## src/rtl/shift_pkg.sv

```systemverilog
package shift_pkg;
  localparam int WIDTH = 32;
  localparam int AMT_W = $clog2(WIDTH);

  // Strobes handed from control to datapath
  typedef struct packed {
    logic [AMT_W-1:0] coreAmt;    // distance applied by the rotate cascade
    logic [AMT_W-1:0] maskAmt;    // original distance, used for the mask
    logic             extraRot;   // add one more right step after the cascade
    logic             maskLeft;   // mask clears low lanes instead of high lanes
    logic             signFill;   // cleared lanes take ones
    logic             takeRotate; // select the unmasked path
  } shiftCtrl_t;
endpackage

```

## src/rtl/shift_ctrl.sv

```systemverilog
module shift_ctrl
  import shift_pkg::*;
(
  input  logic [AMT_W-1:0] amount,
  input  logic             rotSel,
  input  logic             dirLeft,
  input  logic             arith,
  input  logic             signBit,
  output shiftCtrl_t       ctrl
);
  always_comb begin
    // a left move by K becomes a right rotation by ~K, plus one extra step
    ctrl.coreAmt    = dirLeft ? ~amount : amount;
    ctrl.maskAmt    = amount;
    ctrl.extraRot   = dirLeft;
    ctrl.maskLeft   = dirLeft;
    ctrl.signFill   = !rotSel && !dirLeft && arith && signBit;
    ctrl.takeRotate = rotSel;
  end
endmodule

```

## src/rtl/shift_maskgen.sv

```systemverilog
module shift_maskgen
  import shift_pkg::*;
(
  input  logic [AMT_W-1:0] maskAmt,
  input  logic             maskLeft,
  output logic [WIDTH-1:0] keepMask
);
  logic [WIDTH-1:0] stage [0:AMT_W];
  logic [WIDTH-1:0] rightMask;
  logic [WIDTH-1:0] leftMask;

  assign stage[0] = '1;

  // zero-filling right shifts of an all-ones seed give the right-shift mask
  for (genvar i = 0; i < AMT_W; i++) begin : g_mstage
    localparam int SH = 1 << i;
    assign stage[i+1] = maskAmt[i] ? (stage[i] >> SH) : stage[i];
  end

  assign rightMask = stage[AMT_W];

  // the left-shift mask is the right-shift mask with its bit order reversed
  for (genvar j = 0; j < WIDTH; j++) begin : g_rev
    assign leftMask[j] = rightMask[WIDTH-1-j];
  end

  assign keepMask = maskLeft ? leftMask : rightMask;
endmodule

```

## src/rtl/shift_datapath.sv

```systemverilog
module shift_datapath
  import shift_pkg::*;
(
  input  logic [WIDTH-1:0] operand,
  input  shiftCtrl_t       ctrl,
  output logic [WIDTH-1:0] result
);
  logic [WIDTH-1:0] rotStage [0:AMT_W];
  logic [WIDTH-1:0] rotOut;
  logic [WIDTH-1:0] keepMask;
  logic [WIDTH-1:0] shiftOut;

  assign rotStage[0] = operand;

  // the cascade moves bits rightward only: stage i rotates by 2**i
  for (genvar i = 0; i < AMT_W; i++) begin : g_rstage
    localparam int SH = 1 << i;
    assign rotStage[i+1] = ctrl.coreAmt[i]
      ? {rotStage[i][SH-1:0], rotStage[i][WIDTH-1:SH]}
      : rotStage[i];
  end

  // fixed one-lane right step that completes 32 - K for left moves
  assign rotOut = ctrl.extraRot
    ? {rotStage[AMT_W][0], rotStage[AMT_W][WIDTH-1:1]}
    : rotStage[AMT_W];

  shift_maskgen i_maskgen (
    .maskAmt  (ctrl.maskAmt),
    .maskLeft (ctrl.maskLeft),
    .keepMask (keepMask)
  );

  assign shiftOut = (rotOut & keepMask) | ({WIDTH{ctrl.signFill}} & ~keepMask);
  assign result   = ctrl.takeRotate ? rotOut : shiftOut;

  // the cascade never creates or drops a one bit
  always_comb begin
    assert_rot_popcount_R7: assert ($countones(rotOut) == $countones(operand))
      else $error("rotate path changed the number of one bits");
  end

  // a zero distance keeps every lane of the shift mask
  always_comb begin
    if (ctrl.maskAmt == '0)
      assert_mask_full_R6: assert (keepMask == '1)
        else $error("mask not full at zero distance");
  end
endmodule

```

## src/rtl/rot_barrel_shifter.sv

```systemverilog
module rot_barrel_shifter
  import shift_pkg::*;
(
  input  logic [WIDTH-1:0] operand,
  input  logic [AMT_W-1:0] amount,
  input  logic             rotSel,
  input  logic             dirLeft,
  input  logic             arith,
  output logic [WIDTH-1:0] result
);
  shiftCtrl_t ctrl;

  shift_ctrl i_ctrl (
    .amount  (amount),
    .rotSel  (rotSel),
    .dirLeft (dirLeft),
    .arith   (arith),
    .signBit (operand[WIDTH-1]),
    .ctrl    (ctrl)
  );

  shift_datapath i_datapath (
    .operand (operand),
    .ctrl    (ctrl),
    .result  (result)
  );

  // a zero distance passes the operand for every operation
  always_comb begin
    if (amount == '0)
      assert_zero_pass_R6: assert (result == operand)
        else $error("zero distance altered the operand");
  end

  // a logical right shift clears the top lane
  always_comb begin
    if (!rotSel && !dirLeft && !arith && amount != '0)
      assert_srl_top_zero_R3: assert (result[WIDTH-1] == 1'b0)
        else $error("logical right shift left a one in the top lane");
  end

  // an arithmetic right shift keeps the sign in the top lane
  always_comb begin
    if (!rotSel && !dirLeft && arith)
      assert_sra_sign_R4: assert (result[WIDTH-1] == operand[WIDTH-1])
        else $error("arithmetic right shift lost the sign");
  end

  // a left shift clears the bottom lane
  always_comb begin
    if (!rotSel && dirLeft && amount != '0)
      assert_sll_low_zero_R5: assert (result[0] == 1'b0)
        else $error("left shift left a one in the bottom lane");
  end

  // both rotation directions keep the population count
  always_comb begin
    if (rotSel)
      assert_rot_ones_R7: assert ($countones(result) == $countones(operand))
        else $error("rotation changed the number of one bits");
  end
endmodule

```

## config.mk

```make
export PLATFORM = sky130hd
export DESIGN_NAME = rot_barrel_shifter
export DESIGN_NICKNAME = d
export VERILOG_FILES = /design/src/rtl/shift_pkg.sv /design/src/rtl/shift_ctrl.sv /design/src/rtl/shift_maskgen.sv /design/src/rtl/shift_datapath.sv /design/src/rtl/rot_barrel_shifter.sv
export SDC_FILE = /design/constraint.sdc
export NUM_CORES = 1
export LEC_CHECK = 0
export BUFFER_PORTS_ARGS = -buffer_cell sky130_fd_sc_hd__buf_4
export CORE_ASPECT_RATIO = 0.9
export CORE_MARGIN = 4
export CORE_UTILIZATION = 59
export DETAILED_ROUTE_END_ITERATION = 10
export PLACE_DENSITY = 0.94
export SYNTH_ARGS = -nofsm -noshare
export SYNTH_HDL_FRONTEND = slang
export SYNTH_HIERARCHICAL = 1
export SYNTH_SLANG_ARGS = --single-unit
export TNS_END_PERCENT = 10
```

## constraint.sdc

```tcl
create_clock -name vclk -period 3.4
set_input_delay 0.34 -clock vclk [all_inputs]
set_output_delay 0.34 -clock vclk [all_outputs]
set_load 0.05 [all_outputs]
```

# After elaboration in Yosys (flattened, before gate mapping)
# Cells that the tools add are included.
dict set report totals {
  regBits 0
  out_inout_bits 32
  in_bits 40
}
dict set report op_classes {
  reduce_logical 5
  n_bitwise 5
  n_mux 14
}
# operator n
set ops {}
lappend ops {{32-bit two-way mux} 13}
lappend ops {{32-bit AND} 2}
lappend ops {{32-bit inverter} 1}
lappend ops {{32-bit bitwise OR} 1}
lappend ops {{5-bit two-way mux} 1}
lappend ops {{5-bit inverter} 1}
lappend ops {{1-bit logical AND} 3}
lappend ops {{1-bit logical NOT} 2}

# Longest topological paths before layout
# Gate-level depths: netlist of the first run.
dict set report depth {
  depth_word 11
  ltp_mapped 10
  ltp_nobuf 6
}

# Modules after synthesis
# The synthesis of the first run kept the hierarchy.
# module area_each_um2 cells_each seq_area_each_um2 n_inst
set by_module_without_submodules {}
lappend by_module_without_submodules {shift_datapath 2721.4 254 0.0 1}
lappend by_module_without_submodules {shift_maskgen 452.9 82 0.0 1}
lappend by_module_without_submodules {shift_ctrl 140.1 15 0.0 1}

# Worst setup path before layout of the first run
# OpenSTA, ideal clock, no wires.
dict set report synth_timing {
  path_type {input to output}
  start {input port dirLeft}
  end {output port result[11]}
  stages 9
  arrival_ns 2.677
  path_buffers 4
  setup_slack_ns 0.383
  t_required_ns 3.060
  cell_sequence {buf_6 xor2_1 buf_2 buf_2 buf_1 mux4_2 mux2i_1 mux2_2 o21ai_1}
}
# item line
set synth_lines {}
lappend synth_lines {{from (decl)} rot_barrel_shifter.sv:7} ;# input logic dirLeft,
lappend synth_lines {{to (decl)} rot_barrel_shifter.sv:9} ;# output logic [WIDTH-1:0] result

==> results of run 1 <==
==> final cells by class <==
type / count / area (um^2) / area share, %
inverter: 3 / 11.3 / 0.291
multi-input combinational: 300 / 3080 / 79.6
tap: 67 / 83.8 / 2.17
timing repair buffer: 84 / 693 / 17.9
==> layout by cell type, fill, tap and decap left out, types with 3 or more instances in the layout <==
cell type	count
mux2_2	32
a211oi_1	7
nand2_1	39
o21ai_0	7
xor2_4	3
o21ai_1	37
a21oi_1	14
a221oi_1	4
buf_12	5
mux4_2	62
buf_4	79
o31ai_1	3
mux2i_1	31
nor2_1	38
o21a_1	5
==> per-layer routing <==
layer	part of all wire [%]	GRT usage [%]	vias to the layer above
met4	3.5	8.72	0
met5	0	0	-
met3	14	7.37	47
met2	47	49.2	320
met1	36	46.0	1629
li1	-	-	1446
==> critical path: cells and delay by family <==
family,cells,cell delay (ps)
muxes,4,1650
buffers and inverters,3,620
xor gates and xnor gates,1,290
AOI/OAI and AO/OA,1,60
==> through the flow <==
| step | std cells | worst slack [ps] | instance area [um^2] | total power [mW] |
|---|---|---|---|---|
| global placement | 454 | 229 | 3860 | 1.54 |
| CTS | 454 | 104 | 3860 | 1.59 |
| finish | 454 | 90.4 | 3860 | 1.61 |
| floorplan | 351 | 383 | 3310 | 1.16 |
| detailed placement | 454 | 116 | 3860 | 1.58 |
| global route | 454 | 32.9 | 3860 | 1.68 |
==> cells by family after synthesis <==
kind of cell | share of synthesized area [%]
compound gates | 13.6
xor+xnor | 1.32
simple gates | 11.4
mux | 64.3
buf+inv | 9.44
==> how the worst min path moves through the flow <==
stage               slack, ps  depth (start not counted)    start   endpoint
floorplan                1070                          3   rotSel  result[0]
global placement         1270                          4  dirLeft  result[4]
detailed placement       1290                          4  dirLeft  result[6]
CTS                      1290                          4  dirLeft  result[6]
global route             1320                          4  dirLeft  result[6]
finish                   1290                          4  dirLeft  result[6]
==> where the power goes <==
group | switching (mW) | internal (mW)
sequential | 0 | 0
combinational | 0.953 | 0.653
clock | 0 | 0
==> repair_timing <==
item / CTS / global route
endpoints found under the setup margin: 0 / 1
gates resized for setup: 0 / 1
endpoints found under the hold margin: 0 / 0
setup buffers: 0 / 0
==> results.cfg, run 1 <==
[cells_and_area]
final_nets = 429
fillerInstances = 385
nFlopsAndLatches = 0
num_antenna_cells = 0
clock_buffers = 0
final_util_pct = 72.3
layout-drive-gt1-share_pct = 48.1
seqCellArea_um2 = 0
areaGrowthSynthToFinish_pct = 16.6

[global_routing]
grt_usage_pct = 32.2
grt_pass1_vias = 3210
antenna_found_initial = 0
grt_pass1_wl_um = 17400
grt_max_degree = 39
gr-total-overflow = 0

[sta]
hold_slack_ps = 1290
hold_violations = 0
fin_crit_sh_pct = 97.3
layout_min_cycle_time_ps = 3310
slew_violations = 0
tightest_slew_ps = 483
grt_setup_unrepaired = false
slew_headroom_pct = 67.8
setup_viol = 0
clock.fmax_mhz = 302
final.setup.tns_ps = 0

[synth]
yosysSeqAreaShare_pct = 0
synth_nets = 391
avgSynthCellArea_um2 = 9.44
synth_cells = 351
synth.cell_area_um2 = 3310
synth_top_cell_area_share_pct = 42.1
ys_top_cells_by_count = mux4_2 (62), nand2_1 (39), nor2_1 (38)
synth.distinct_cells = 33
yosysMostFrequentCell = mux4_2
yosys_warnings = 6
synthTopCellsByArea = mux4_2 (42%), mux2_2 (11%), mux2i_1 (9.7%), o21ai_1 (5.6%), nand2_1 (4.4%)
synth_top_area_cell = mux4_2

[clock_tree]
postCtsHoldBufs = 0

[route]
drt-total-wl_um = 10700
drt_iter0_markers = 593
wl_per_cell_um = 23.5
ant_nets = 0
drc = 0
dr.pass1.iters = 6
vias = 3442
drt-vias-per-instance = 7.58

[power]
peakVddDrop_mv = 0.325
power_per_cell_area_nw_per_um2 = 416
p_leak_nw = 1.48

[critical_path]
cpPeakStageDelay_ps = 570
cp.arrival_ps = 2970
cp_cell_sequence = buf_4 > xor2_4 > buf_4 > mux4_2 > mux4_2 > mux2i_1 > mux2_2 > o21ai_1 > buf_4
path_common_cell = buf_4
crit_path_start_kind = primary input
crit_fanout = 8
path_class = in -> out
cp.required_ps = 3060
crit_start = dirLeft
critical_path.slowest_cell = mux4_2
crit_path_end = result[7]
critPathCaptureType = primary output

[floorplanning]
start_util_pct = 62.0
rows = 25
boundaryPins = 72
fp.dieH_um = 79.1
dieArea_um2 = 6880
die_w_um = 87.0
coreArea_um2 = 5350

[flow_run]
maxCapViolations = 0

[place]
place_congestion = 1.03
io_buffers = 72
hpwl_um = 8680

[run_status]
outcome = finished clean

[worst_hold_path]
timing.hold.worst.class = in -> out
Power figures use the tool's default switching activity.
==> run 2: changes to the inputs <==
--- a/config.mk
+++ b/config.mk
@@ -7,7 +7,7 @@
 export LEC_CHECK = 0
 export BUFFER_PORTS_ARGS = -buffer_cell sky130_fd_sc_hd__buf_4
 export CORE_ASPECT_RATIO = 0.9
-export CORE_MARGIN = 4
+export CORE_MARGIN = 10
 export CORE_UTILIZATION = 59
 export DETAILED_ROUTE_END_ITERATION = 10
 export PLACE_DENSITY = 0.94
==> results.cfg, run 2 (same netlist as run 1, synthesis figures left out) <==
[route]
vias = 3482
ant_nets = 0
wl_per_cell_um = 24.7
drt-vias-per-instance = 7.72
drt-total-wl_um = 11200
dr.pass1.iters = 7
drt_iter0_markers = 741
drc = 0

[place]
place_congestion = 1.02
io_buffers = 72
dpl_worst_slack_ps = 109
hpwl_um = 8950

[critical_path]
critPathCaptureType = primary output
cpPeakStageDelay_ps = 590
crit_path_start_kind = primary input
cp_top_family = multiplexers
crit_buf_inv = 3
critical_path.slowest_cell = mux4_2
path_class = in -> out
cp.arrival_ps = 2960
cp_cell_sequence = buf_4 > xor2_4 > buf_12 > mux4_2 > mux4_2 > mux2i_1 > mux2_2 > o21ai_1 > buf_4
cp.required_ps = 3060
crit_fanout = 24
crit_start = dirLeft

[clock_tree]
cts_resized = 0
postCtsHoldBufs = 0
post_cts_buffers = 0

[floorplanning]
dieArea_um2 = 9020
boundaryPins = 72
fp.dieH_um = 91.1
rows = 25
start_util_pct = 62.0
die_w_um = 99.0
coreArea_um2 = 5350

[sta]
layout_setup_ws_ps = 105
layout_min_cycle_time_ps = 3300
setup_viol = 0
grt_setup_unrepaired = false
slew_headroom_pct = 56.6
tightest_slew_ps = 651
clock.fmax_mhz = 303
slew_violations = 0
fin_crit_sh_pct = 96.9
final.setup.tns_ps = 0
hold_violations = 0

[cells_and_area]
areaGrowthSynthToFinish_pct = 16.0
final_nets = 426
multi_input_area_um2 = 3080
nFlopsAndLatches = 0
seqCellArea_um2 = 0
num_antenna_cells = 0
clock_buffers = 0
final_cell_mix = buf_4 (76), mux4_2 (62), nand2_1 (39)
layout_commonest_cell = buf_4
fillerInstances = 354
layout-drive-gt1-share_pct = 47.9

[power]
p_leak_nw = 1.46
peakVddDrop_mv = 0.315
power_per_cell_area_nw_per_um2 = 422

[global_routing]
grt_pass1_wl_um = 17900
grt_max_degree = 53
grt_pass1_vias = 3322
grt_usage_pct = 23.3
antenna_found_initial = 0
gr-total-overflow = 0

[worst_hold_path]
hold_start = amount[4]
timing.hold.worst.class = in -> out

[flow_run]
maxCapViolations = 0

[run_status]
outcome = finished clean
run 2: final timing paths:
path,end,slack [ps],cells after the start
max,result[6],100,9
min,result[16],1340,6
run 2: cell type report:
class | count | share of cell area, %
timing repair buffer | 81 | 17.4
multi-input combinational | 300 | 80.1
inverter | 3 | 0.293
tap | 67 | 2.18
run 2: report_power, final:
| group | internal (mW) | switching [mW] | leakage, nW |
|---|---|---|---|
| clock network | 0 | 0 | 0 |
| registers | 0 | 0 | 0 |
| logic | 0.651 | 0.970 | 1.46 |
| total | 0.651 | 0.970 | 1.46 |
run 2: per-stage QoR:
stage	utilization, %	instance area [um^2]	cells	power, mW	hold slack (ps)
after floorplan	-	3310	351	1.16	1070
after global placement	71.8	3840	451	1.53	1310
after detailed placement	71.8	3840	451	1.59	1330
after CTS	71.8	3840	451	1.59	1330
after global routing	71.9	3850	451	1.69	1370
final	71.9	3850	451	1.62	1340
run 2: routing by layer:
layer / routed length (um) / up-vias / track usage [%]
met5: 0 / - / 0
met3: 1620 / 82 / 5.30
met1: 3810 / 1567 / 29.5
met4: 530 / 0 / 6.80
li1: - / 1441 / -
met2: 5190 / 392 / 38.5
